[src/rtl/gpv_pkg.sv]
package gpv_pkg;

  localparam int BIT_A      = 0;
  localparam int BIT_B      = 1;
  localparam int BIT_SELECT = 2;
  localparam int BIT_START  = 3;
  localparam int BIT_UP     = 4;
  localparam int BIT_DOWN   = 5;
  localparam int BIT_LEFT   = 6;
  localparam int BIT_RIGHT  = 7;

  localparam int MAX_POLLS  = 3;

  typedef enum logic [1:0] {
    SH_IDLE,
    SH_LATCH,
    SH_LOW,
    SH_HIGH
  } sh_state_t;

  typedef enum logic [2:0] {
    ST_PROBE_GO,
    ST_PROBE_WAIT,
    ST_IDLE,
    ST_POLL_GO,
    ST_POLL_WAIT,
    ST_EMIT
  } seq_state_t;

endpackage

[src/rtl/gpv_shifter.sv]
module gpv_shifter
  import gpv_pkg::*;
#(
  parameter int MAX_BITS = 16,
  parameter int DIV_W    = 8,
  localparam int CNT_W   = $clog2(MAX_BITS + 1),
  localparam int IDX_W   = $clog2(MAX_BITS)
) (
  input  logic                clk,
  input  logic                rst_n,
  input  logic                start_i,
  input  logic [CNT_W-1:0]    nbits_i,
  input  logic [DIV_W-1:0]    div_i,
  input  logic                pad_data_n_i,
  output logic                pad_latch_o,
  output logic                pad_clk_o,
  output logic                busy_o,
  output logic                done_o,
  output logic [MAX_BITS-1:0] word_o
);

  sh_state_t        st;
  logic [CNT_W-1:0] nbits_q;
  logic [CNT_W-1:0] bit_q;
  logic [DIV_W-1:0] div_cnt;

  assign busy_o = (st != SH_IDLE);

  always_ff @(posedge clk or negedge rst_n) begin
    if (!rst_n) begin
      st          <= SH_IDLE;
      nbits_q     <= '0;
      bit_q       <= '0;
      div_cnt     <= '0;
      pad_latch_o <= 1'b0;
      pad_clk_o   <= 1'b0;
      done_o      <= 1'b0;
      word_o      <= '0;
    end else begin
      done_o <= 1'b0;
      unique case (st)
        SH_IDLE: begin
          if (start_i) begin
            st          <= SH_LATCH;
            pad_latch_o <= 1'b1;
            nbits_q     <= nbits_i;
            bit_q       <= '0;
            word_o      <= '0;
          end
        end
        SH_LATCH: begin
          pad_latch_o <= 1'b0;
          div_cnt     <= '0;
          st          <= SH_LOW;
        end
        SH_LOW: begin
          if (div_cnt == div_i) begin
            word_o[bit_q[IDX_W-1:0]] <= ~pad_data_n_i;
            pad_clk_o <= 1'b1;
            div_cnt   <= '0;
            st        <= SH_HIGH;
          end else begin
            div_cnt <= div_cnt + 1'b1;
          end
        end
        SH_HIGH: begin
          if (div_cnt == div_i) begin
            pad_clk_o <= 1'b0;
            div_cnt   <= '0;
            if (bit_q == nbits_q - CNT_W'(1)) begin
              st     <= SH_IDLE;
              done_o <= 1'b1;
            end else begin
              bit_q <= bit_q + 1'b1;
              st    <= SH_LOW;
            end
          end else begin
            div_cnt <= div_cnt + 1'b1;
          end
        end
        default: st <= SH_IDLE;
      endcase
    end
  end

  // the latch pulse lasts a single cycle
  p_latch_single_r4: assert property (@(posedge clk) disable iff (!rst_n)
    pad_latch_o |=> !pad_latch_o);

  // latch and shift clock never overlap
  p_latch_clk_apart_r4: assert property (@(posedge clk) disable iff (!rst_n)
    !(pad_latch_o && pad_clk_o));

  // a finished poll leaves both pad pins low
  p_done_quiet_r4: assert property (@(posedge clk) disable iff (!rst_n)
    done_o |-> (!pad_clk_o && !pad_latch_o));

endmodule

[src/rtl/gpv_vote.sv]
module gpv_vote
  import gpv_pkg::*;
#(
  parameter int BTN_W = 8
) (
  input  logic [BTN_W-1:0] a_i,
  input  logic [BTN_W-1:0] b_i,
  input  logic [BTN_W-1:0] c_i,
  input  logic             use_maj_i,
  output logic [BTN_W-1:0] res_o,
  output logic             conflict_o
);

  logic [BTN_W-1:0] maj;

  for (genvar i = 0; i < BTN_W; i++) begin : g_bit
    assign maj[i] = (a_i[i] & (b_i[i] | c_i[i])) | (b_i[i] & c_i[i]);
  end

  assign res_o      = use_maj_i ? maj : a_i;
  assign conflict_o = (res_o[BIT_UP] & res_o[BIT_DOWN]) |
                      (res_o[BIT_LEFT] & res_o[BIT_RIGHT]);

  // a pair of equal votes always decides the majority
  always_comb begin
    if (a_i == c_i) begin
      p_pair_wins_r1: assert (maj == a_i);
    end
  end

endmodule

[src/rtl/gpv_seq.sv]
module gpv_seq
  import gpv_pkg::*;
#(
  parameter int BTN_W   = 8,
  parameter int PROBE_W = 16,
  parameter int CNT_W   = 5
) (
  input  logic               clk,
  input  logic               rst_n,
  input  logic               req_valid_i,
  output logic               req_ready_o,
  input  logic               cfg_reuse_i,
  output logic               sh_start_o,
  output logic [CNT_W-1:0]   sh_nbits_o,
  input  logic               sh_busy_i,
  input  logic               sh_done_i,
  input  logic [PROBE_W-1:0] sh_word_i,
  output logic [BTN_W-1:0]   va_o,
  output logic [BTN_W-1:0]   vb_o,
  output logic [BTN_W-1:0]   vc_o,
  output logic               use_maj_o,
  input  logic [BTN_W-1:0]   vres_i,
  input  logic               vconf_i,
  output logic               out_valid_o,
  output logic [BTN_W-1:0]   out_buttons_o,
  output logic               out_voted_o,
  output logic               out_conflict_o,
  output logic               std_pad_o
);

  seq_state_t       st;
  logic [1:0]       slot_q;
  logic [1:0]       poll_cnt;
  logic             reuse_q;
  logic             voted_q;
  logic [BTN_W-1:0] prev_q;
  logic [BTN_W-1:0] word8;

  assign word8       = sh_word_i[BTN_W-1:0];
  assign req_ready_o = (st == ST_IDLE);
  assign sh_start_o  = (st == ST_PROBE_GO) || (st == ST_POLL_GO);
  assign sh_nbits_o  = (st == ST_PROBE_GO) ? CNT_W'(PROBE_W) : CNT_W'(BTN_W);

  always_ff @(posedge clk or negedge rst_n) begin
    if (!rst_n) begin
      st             <= ST_PROBE_GO;
      slot_q         <= '0;
      poll_cnt       <= '0;
      reuse_q        <= 1'b0;
      voted_q        <= 1'b0;
      prev_q         <= '0;
      va_o           <= '0;
      vb_o           <= '0;
      vc_o           <= '0;
      use_maj_o      <= 1'b0;
      out_valid_o    <= 1'b0;
      out_buttons_o  <= '0;
      out_voted_o    <= 1'b0;
      out_conflict_o <= 1'b0;
      std_pad_o      <= 1'b0;
    end else begin
      out_valid_o <= 1'b0;
      unique case (st)
        ST_PROBE_GO: st <= ST_PROBE_WAIT;
        ST_PROBE_WAIT: begin
          if (sh_done_i) begin
            std_pad_o <= &sh_word_i[PROBE_W-1:BTN_W];
            st        <= ST_IDLE;
          end
        end
        ST_IDLE: begin
          if (req_valid_i) begin
            reuse_q   <= cfg_reuse_i;
            poll_cnt  <= '0;
            use_maj_o <= 1'b0;
            voted_q   <= 1'b0;
            if (cfg_reuse_i) begin
              va_o   <= prev_q;
              slot_q <= 2'd1;
            end else begin
              slot_q <= 2'd0;
            end
            st <= ST_POLL_GO;
          end
        end
        ST_POLL_GO: begin
          poll_cnt <= poll_cnt + 1'b1;
          st       <= ST_POLL_WAIT;
        end
        ST_POLL_WAIT: begin
          if (sh_done_i) begin
            unique case (slot_q)
              2'd0: begin
                va_o   <= word8;
                slot_q <= 2'd1;
                st     <= ST_POLL_GO;
              end
              2'd1: begin
                vb_o <= word8;
                if (!reuse_q && (word8 == va_o)) begin
                  st <= ST_EMIT;
                end else begin
                  slot_q <= 2'd2;
                  st     <= ST_POLL_GO;
                end
              end
              default: begin
                vc_o      <= word8;
                use_maj_o <= 1'b1;
                voted_q   <= reuse_q ? (vb_o != word8) : 1'b1;
                st        <= ST_EMIT;
              end
            endcase
          end
        end
        ST_EMIT: begin
          out_valid_o    <= 1'b1;
          out_buttons_o  <= vres_i;
          out_conflict_o <= vconf_i;
          out_voted_o    <= voted_q;
          prev_q         <= vres_i;
          st             <= ST_IDLE;
        end
        default: st <= ST_IDLE;
      endcase
    end
  end

  // no request starts a fourth poll
  p_poll_limit_r3: assert property (@(posedge clk) disable iff (!rst_n)
    (st == ST_POLL_GO) |-> (poll_cnt < 2'(MAX_POLLS)));

  // reuse mode starts at most two new polls
  p_reuse_two_r7: assert property (@(posedge clk) disable iff (!rst_n)
    (st == ST_POLL_GO && reuse_q) |-> (poll_cnt < 2'd2));

  // an agreed result comes out after exactly two polls
  p_agree_two_r2: assert property (@(posedge clk) disable iff (!rst_n)
    (st == ST_EMIT && !use_maj_o) |-> (poll_cnt == 2'd2));

  // a voted result without reuse took three polls
  p_vote_three_r1: assert property (@(posedge clk) disable iff (!rst_n)
    (st == ST_EMIT && use_maj_o && !reuse_q) |-> (poll_cnt == 2'd3));

  // the result strobe lasts one cycle
  p_strobe_one_r8: assert property (@(posedge clk) disable iff (!rst_n)
    out_valid_o |=> !out_valid_o);

  // the byte moves only together with the strobe
  p_hold_byte_r8: assert property (@(posedge clk) disable iff (!rst_n)
    !out_valid_o |-> $stable(out_buttons_o));

  // no request is taken while the shifter runs
  p_busy_not_ready_r11: assert property (@(posedge clk) disable iff (!rst_n)
    sh_busy_i |-> !req_ready_o);

endmodule

[src/rtl/gp_poll_voter.sv]
module gp_poll_voter
  import gpv_pkg::*;
#(
  parameter int BTN_W   = 8,
  parameter int PROBE_W = 16,
  parameter int DIV_W   = 8
) (
  input  logic             clk,
  input  logic             rst_n,
  input  logic             req_valid,
  output logic             req_ready,
  input  logic             cfg_reuse_prev,
  input  logic [DIV_W-1:0] cfg_div,
  output logic             pad_latch,
  output logic             pad_clk,
  input  logic             pad_data_n,
  output logic             btn_valid,
  output logic [BTN_W-1:0] btn_byte,
  output logic             btn_voted,
  output logic             btn_conflict,
  output logic             pad_is_std
);

  localparam int CNT_W = $clog2(PROBE_W + 1);

  logic               sh_start;
  logic [CNT_W-1:0]   sh_nbits;
  logic               sh_busy;
  logic               sh_done;
  logic [PROBE_W-1:0] sh_word;
  logic [BTN_W-1:0]   va, vb, vc, vres;
  logic               use_maj;
  logic               vconf;

  gpv_shifter #(
    .MAX_BITS (PROBE_W),
    .DIV_W    (DIV_W)
  ) u_shifter (
    .clk          (clk),
    .rst_n        (rst_n),
    .start_i      (sh_start),
    .nbits_i      (sh_nbits),
    .div_i        (cfg_div),
    .pad_data_n_i (pad_data_n),
    .pad_latch_o  (pad_latch),
    .pad_clk_o    (pad_clk),
    .busy_o       (sh_busy),
    .done_o       (sh_done),
    .word_o       (sh_word)
  );

  gpv_vote #(
    .BTN_W (BTN_W)
  ) u_vote (
    .a_i        (va),
    .b_i        (vb),
    .c_i        (vc),
    .use_maj_i  (use_maj),
    .res_o      (vres),
    .conflict_o (vconf)
  );

  gpv_seq #(
    .BTN_W   (BTN_W),
    .PROBE_W (PROBE_W),
    .CNT_W   (CNT_W)
  ) u_seq (
    .clk            (clk),
    .rst_n          (rst_n),
    .req_valid_i    (req_valid),
    .req_ready_o    (req_ready),
    .cfg_reuse_i    (cfg_reuse_prev),
    .sh_start_o     (sh_start),
    .sh_nbits_o     (sh_nbits),
    .sh_busy_i      (sh_busy),
    .sh_done_i      (sh_done),
    .sh_word_i      (sh_word),
    .va_o           (va),
    .vb_o           (vb),
    .vc_o           (vc),
    .use_maj_o      (use_maj),
    .vres_i         (vres),
    .vconf_i        (vconf),
    .out_valid_o    (btn_valid),
    .out_buttons_o  (btn_byte),
    .out_voted_o    (btn_voted),
    .out_conflict_o (btn_conflict),
    .std_pad_o      (pad_is_std)
  );

endmodule

[config.mk]
export PLATFORM = sky130hd
export DESIGN_NAME = gp_poll_voter
export DESIGN_NICKNAME = d
export VERILOG_FILES = /design/src/rtl/gpv_pkg.sv /design/src/rtl/gpv_shifter.sv /design/src/rtl/gpv_vote.sv /design/src/rtl/gpv_seq.sv /design/src/rtl/gp_poll_voter.sv
export SDC_FILE = /design/constraint.sdc
export NUM_CORES = 1
export LEC_CHECK = 0
export CAP_MARGIN = 10
export CORE_MARGIN = 2
export CORE_UTILIZATION = 53
export CTS_CLUSTER_DIAMETER = 100
export DETAILED_ROUTE_END_ITERATION = 6
export GPL_ROUTABILITY_DRIVEN = 0
export PLACE_DENSITY = 0.72
export REMOVE_ABC_BUFFERS = 1
export SLEW_MARGIN = 20
export SYNTH_ARGS = -nofsm -noshare
export SYNTH_HDL_FRONTEND = slang
export SYNTH_SLANG_ARGS = --single-unit
export TNS_END_PERCENT = 1
[constraint.sdc]
create_clock -name clk -period 2 [get_ports clk]
set_input_delay 0.3 -clock clk [delete_from_list [all_inputs] [get_ports clk]]
set_output_delay 0.3 -clock clk [all_outputs]
set_load 0.01 [all_outputs]
==> out/results.tsv <==
stage	metric	value	unit
status	status	complete, no violations	
logic_synthesis	mux share of post-synthesis cell area	13.1	%
logic_synthesis	Synth Area per Inst	10.6	um2
timing	Max Clk Rate	0.518	GHz
place	Detailed Place HPWL	6260	um
floorplanning	die area	8640	um2
critical_path	crit start category	flip-flop	
pwr	Max VDD drop	0.000473	V
floorplanning	# rows	32	
routing	total wire length	8770	um
pwr	logic gate share of total power	17.1	%
clock_tree	Clock Path Buffers	2	
clock_tree	clk sink count	80	
pwr	clock network power share	32.6	%
critical_path	Worst R2R Start	u_shifter.div_cnt[4]	
timing	period utilization	96.6	%
hold_path	HP Class	in2async	
logic_synthesis	synth unique cells	54	
clock_tree	H-tree Lvls	3	
critical_path	CP max FO	17	
routing	First DRT Iteration DRCs	146	
timing	setup violators final	0	
logic_synthesis	post-synthesis cell area	4190	um2
timing	slew at the pin with the worst max-slew slack	0.591	ns
logic_synthesis	Synth area leaders	dfrtp_1 (48%), mux2_2 (8.6%), xor2_1 (4.8%)	
pwr	Switching Fraction	28.6	%
critical_path	Crit. End Element	flip-flop	
routing	via count	3122	
pwr	Int Power	2.60	mW
clock_tree	Clock Tree Root	clkbuf_8	
critical_path	WS Path Type	reg2reg	
critical_path	r2r worst-path depth	6	
grt	vias in the first global route	3131	
cells_and_area	fraction of layout instances using a drive strength above 1	20.0	%
grt	gr ovfl total	0	
critical_path	Worst setup startpoint	u_shifter.div_cnt[4]	
clock_tree	TritonCTS clock tree	done	
pwr	NetSw	1.04	mW
routing	first drt pass iteration count	5	
logic_synthesis	Post-Synth XOR/XNOR Area	5.85	%
logic_synthesis	Synth Area in Compound Gates	12.3	%
cells_and_area	final core occ	63.9	%
clock_tree	Reg clk slew, reported paths	0.08	ns
logic_synthesis	adder-cell share of the synthesized area	1.49	%
timing	final hold violation count	0	
grt	first-pass GRT wire length	15200	um
job	Max-Cap Viols	0	
critical_path	WP data arrival	2.19	ns
grt	antenna violations before repair	0	
cells_and_area	Net count, final	463	
routing	WL/cell	15.9	um
pwr	Cell Pwr Density	742	nW/um2
cells_and_area	Design Area, Final	4910	um2
clock_tree	Clock Latency Late Sink	0.34	ns
floorplanning	die width	92.9	um
logic_synthesis	area leader, netlist	dfrtp_1	
logic_synthesis	yosys warns	0	
logic_synthesis	Post-synth EDFFs	0	
logic_synthesis	top_reg_cell synth	dfrtp_1	
routing	number of vias per cell	5.66	
cells_and_area	area grow syn2layout	17.2	%
clock_tree	total CTS buffers	9	
logic_synthesis	Synth top area share	47.7	%
routing	post-detailed-route count of antenna-violating nets	0	
timing	Slew headroom	60.6	%
cells_and_area	total inserted antenna cells	0	
floorplanning	Ports	28	
timing	RSZ-0062 raised after global routing	yes	
routing	DRC Markers	0	
grt	total track usage	22.2	%
logic_synthesis	Synth Register Bits	80	
logic_synthesis	largest family of logic cells by synthesized area	simple AND/OR/NAND/NOR gates	
logic_synthesis	sequential area share after synthesis	47.7	%
floorplanning	total core area	7690	um2
logic_synthesis	area share of and/or/nand/nor cells after synthesis	16.0	%
critical_path	Req. time, crit path	2.26	ns
pwr	Seq pwr share	50.3	%
timing	Setup Skew	0.0110	ns
grt	pin count of the biggest net entering global routing	52	
floorplanning	Chip Height	92.9	um
place	placed cell area	4690	um2
timing	hold slack	0.417	ns
logic_synthesis	Gate Count Post-Synth	397	
timing	post-layout min period	1.93	ns
logic_synthesis	async set or reset register ratio after synthesis	100	%
pwr	leakage power total	2.23	nW
timing	Fin Setup TNS	0	ns
place	PortBufs	27	
floorplanning	Initial Util	54.5	%
timing	max-slew violation count	0	
==> critical path, stage by stage, from the launching register on <==
cell     delay [ns]
dfrtp_1        0.40
xor2_1         0.17
nor4_4         0.42
nand3_2        0.12
buf_4          0.21
nor4_1         0.29
mux2i_1        0.23
==> cell type report <==
type	instances	area, um2
tap	102	128
timing repair buffer	52	473
multi-input combinational	286	2050
sequential	80	2000
clock buffer	11	141
inverter	16	60.1
clock inverter	5	56.3
fill	613	2770
==> Yosys cell counts (all sizes together) (6+ instances only) <==
| master | count |
|---|---|
| clkbuf | 9 |
| nor2 | 8 |
| nand2 | 47 |
| mux2i | 19 |
| mux2 | 32 |
| xor2 | 23 |
| o31ai | 6 |
| o21ai | 18 |
| nor3 | 17 |
| nor4 | 9 |
| dfrtp | 80 |
| a21oi | 17 |
| nand2b | 12 |
| nand3 | 12 |
| inv | 16 |
==> per-layer routing <==
| layer | share of wire [%] | track usage, % | wire [um] |
|---|---|---|---|
| met5 | 0 | 0 | 0 |
| met2 | 50 | 38.2 | 4390 |
| met4 | 1.1 | 6.25 | 97 |
| met3 | 2.6 | 3.17 | 228 |
| met1 | 46 | 29.5 | 4050 |
==> registers in the layout, indices dropped and copies added, names as in the netlist, 3 cells and up <==
name               count
u_seq.prev_q           8
u_seq.st               3
u_seq.va_o             8
u_seq.vb_o             8
u_seq.vc_o             8
u_shifter.bit_q        5
u_shifter.div_cnt      8
u_shifter.word_o      16
==> power groups by stage <==
stage | Sequential, mW | Combinational (mW) | Clock (mW)
after global routing | 1.85 | 0.703 | 1.29
after global placement | 1.86 | 0.595 | 0
after CTS | 1.83 | 0.625 | 1.21
final | 1.83 | 0.623 | 1.19
after floorplan | 1.87 | 0.373 | 0
after detailed placement | 1.87 | 0.616 | 0
==> cells in the final DEF, fill, tap and decap left out, types with 4 or more instances in the layout <==
cell / synthesis / final
dfrtp_1: 80 / 78
nand2_1: 47 / 47
mux2_2: 32 / 32
clkdlybuf4s50_1: 0 / 25
buf_4: 2 / 24
xor2_1: 23 / 23
mux2i_1: 19 / 19
o21ai_0: 18 / 18
inv_1: 16 / 16
a21oi_1: 16 / 16
nor3_1: 15 / 14
nand2b_1: 12 / 11
clkbuf_8: 0 / 10
nand3_1: 9 / 9
nor2_1: 8 / 8
nor4_1: 7 / 7
o31ai_1: 6 / 6
xnor2_1: 5 / 5
a31oi_1: 5 / 5
a21o_1: 5 / 5
a22oi_1: 5 / 5
ha_1: 5 / 5
a22o_1: 4 / 4
==> stage by stage <==
step | worst slack, ns | std cells | power, mW
detailed placement | -0.258 | 534 | 2.48
global placement | -0.224 | 534 | 2.46
global route | -0.0940 | 552 | 3.85
floorplan | -0.513 | 382 | 2.24
finish | 0.0684 | 552 | 3.65
CTS | 0.00478 | 551 | 3.67
==> final timing paths <==
| path | to | slack (ns) |
|---|---|---|
| max in group asynchronous | u_shifter.pad_clk_o | 0.98 |
| setup reg to reg | u_shifter.word_o[1] | 0.07 |
| hold reg to reg | u_seq.out_voted_o | 0.48 |
| hold / removal | u_seq.prev_q[6] | 0.42 |
| min in group clk | u_seq.out_voted_o | 0.48 |
| setup / recovery | u_shifter.word_o[1] | 0.07 |
==> logic make-up (layout without fill, tap and decap cells) <==
| group | count (synthesis) | in the layout |
|---|---|---|
| AOI/OAI and AO/OA | 78 | 78 |
| DFF | 80 | 80 |
| buffers and inverters | 31 | 84 |
| adders and majority gates | 5 | 5 |
| and+or+nand+nor | 124 | 124 |
| xor gates and xnor gates | 28 | 28 |
| muxes | 51 | 51 |
==> what timing repair did <==
| action | in CTS | in global routing |
|---|---|---|
| endpoints found under the hold margin | 29 | 0 |
| setup endpoints to repair | 1 | 15 |
| setup buffers | 0 | 1 |
| pin swaps | 0 | 1 |
| hold buffers | 1 | 0 |
| resized for setup | 2 | 3 |
(Power assumes the default switching activity.)
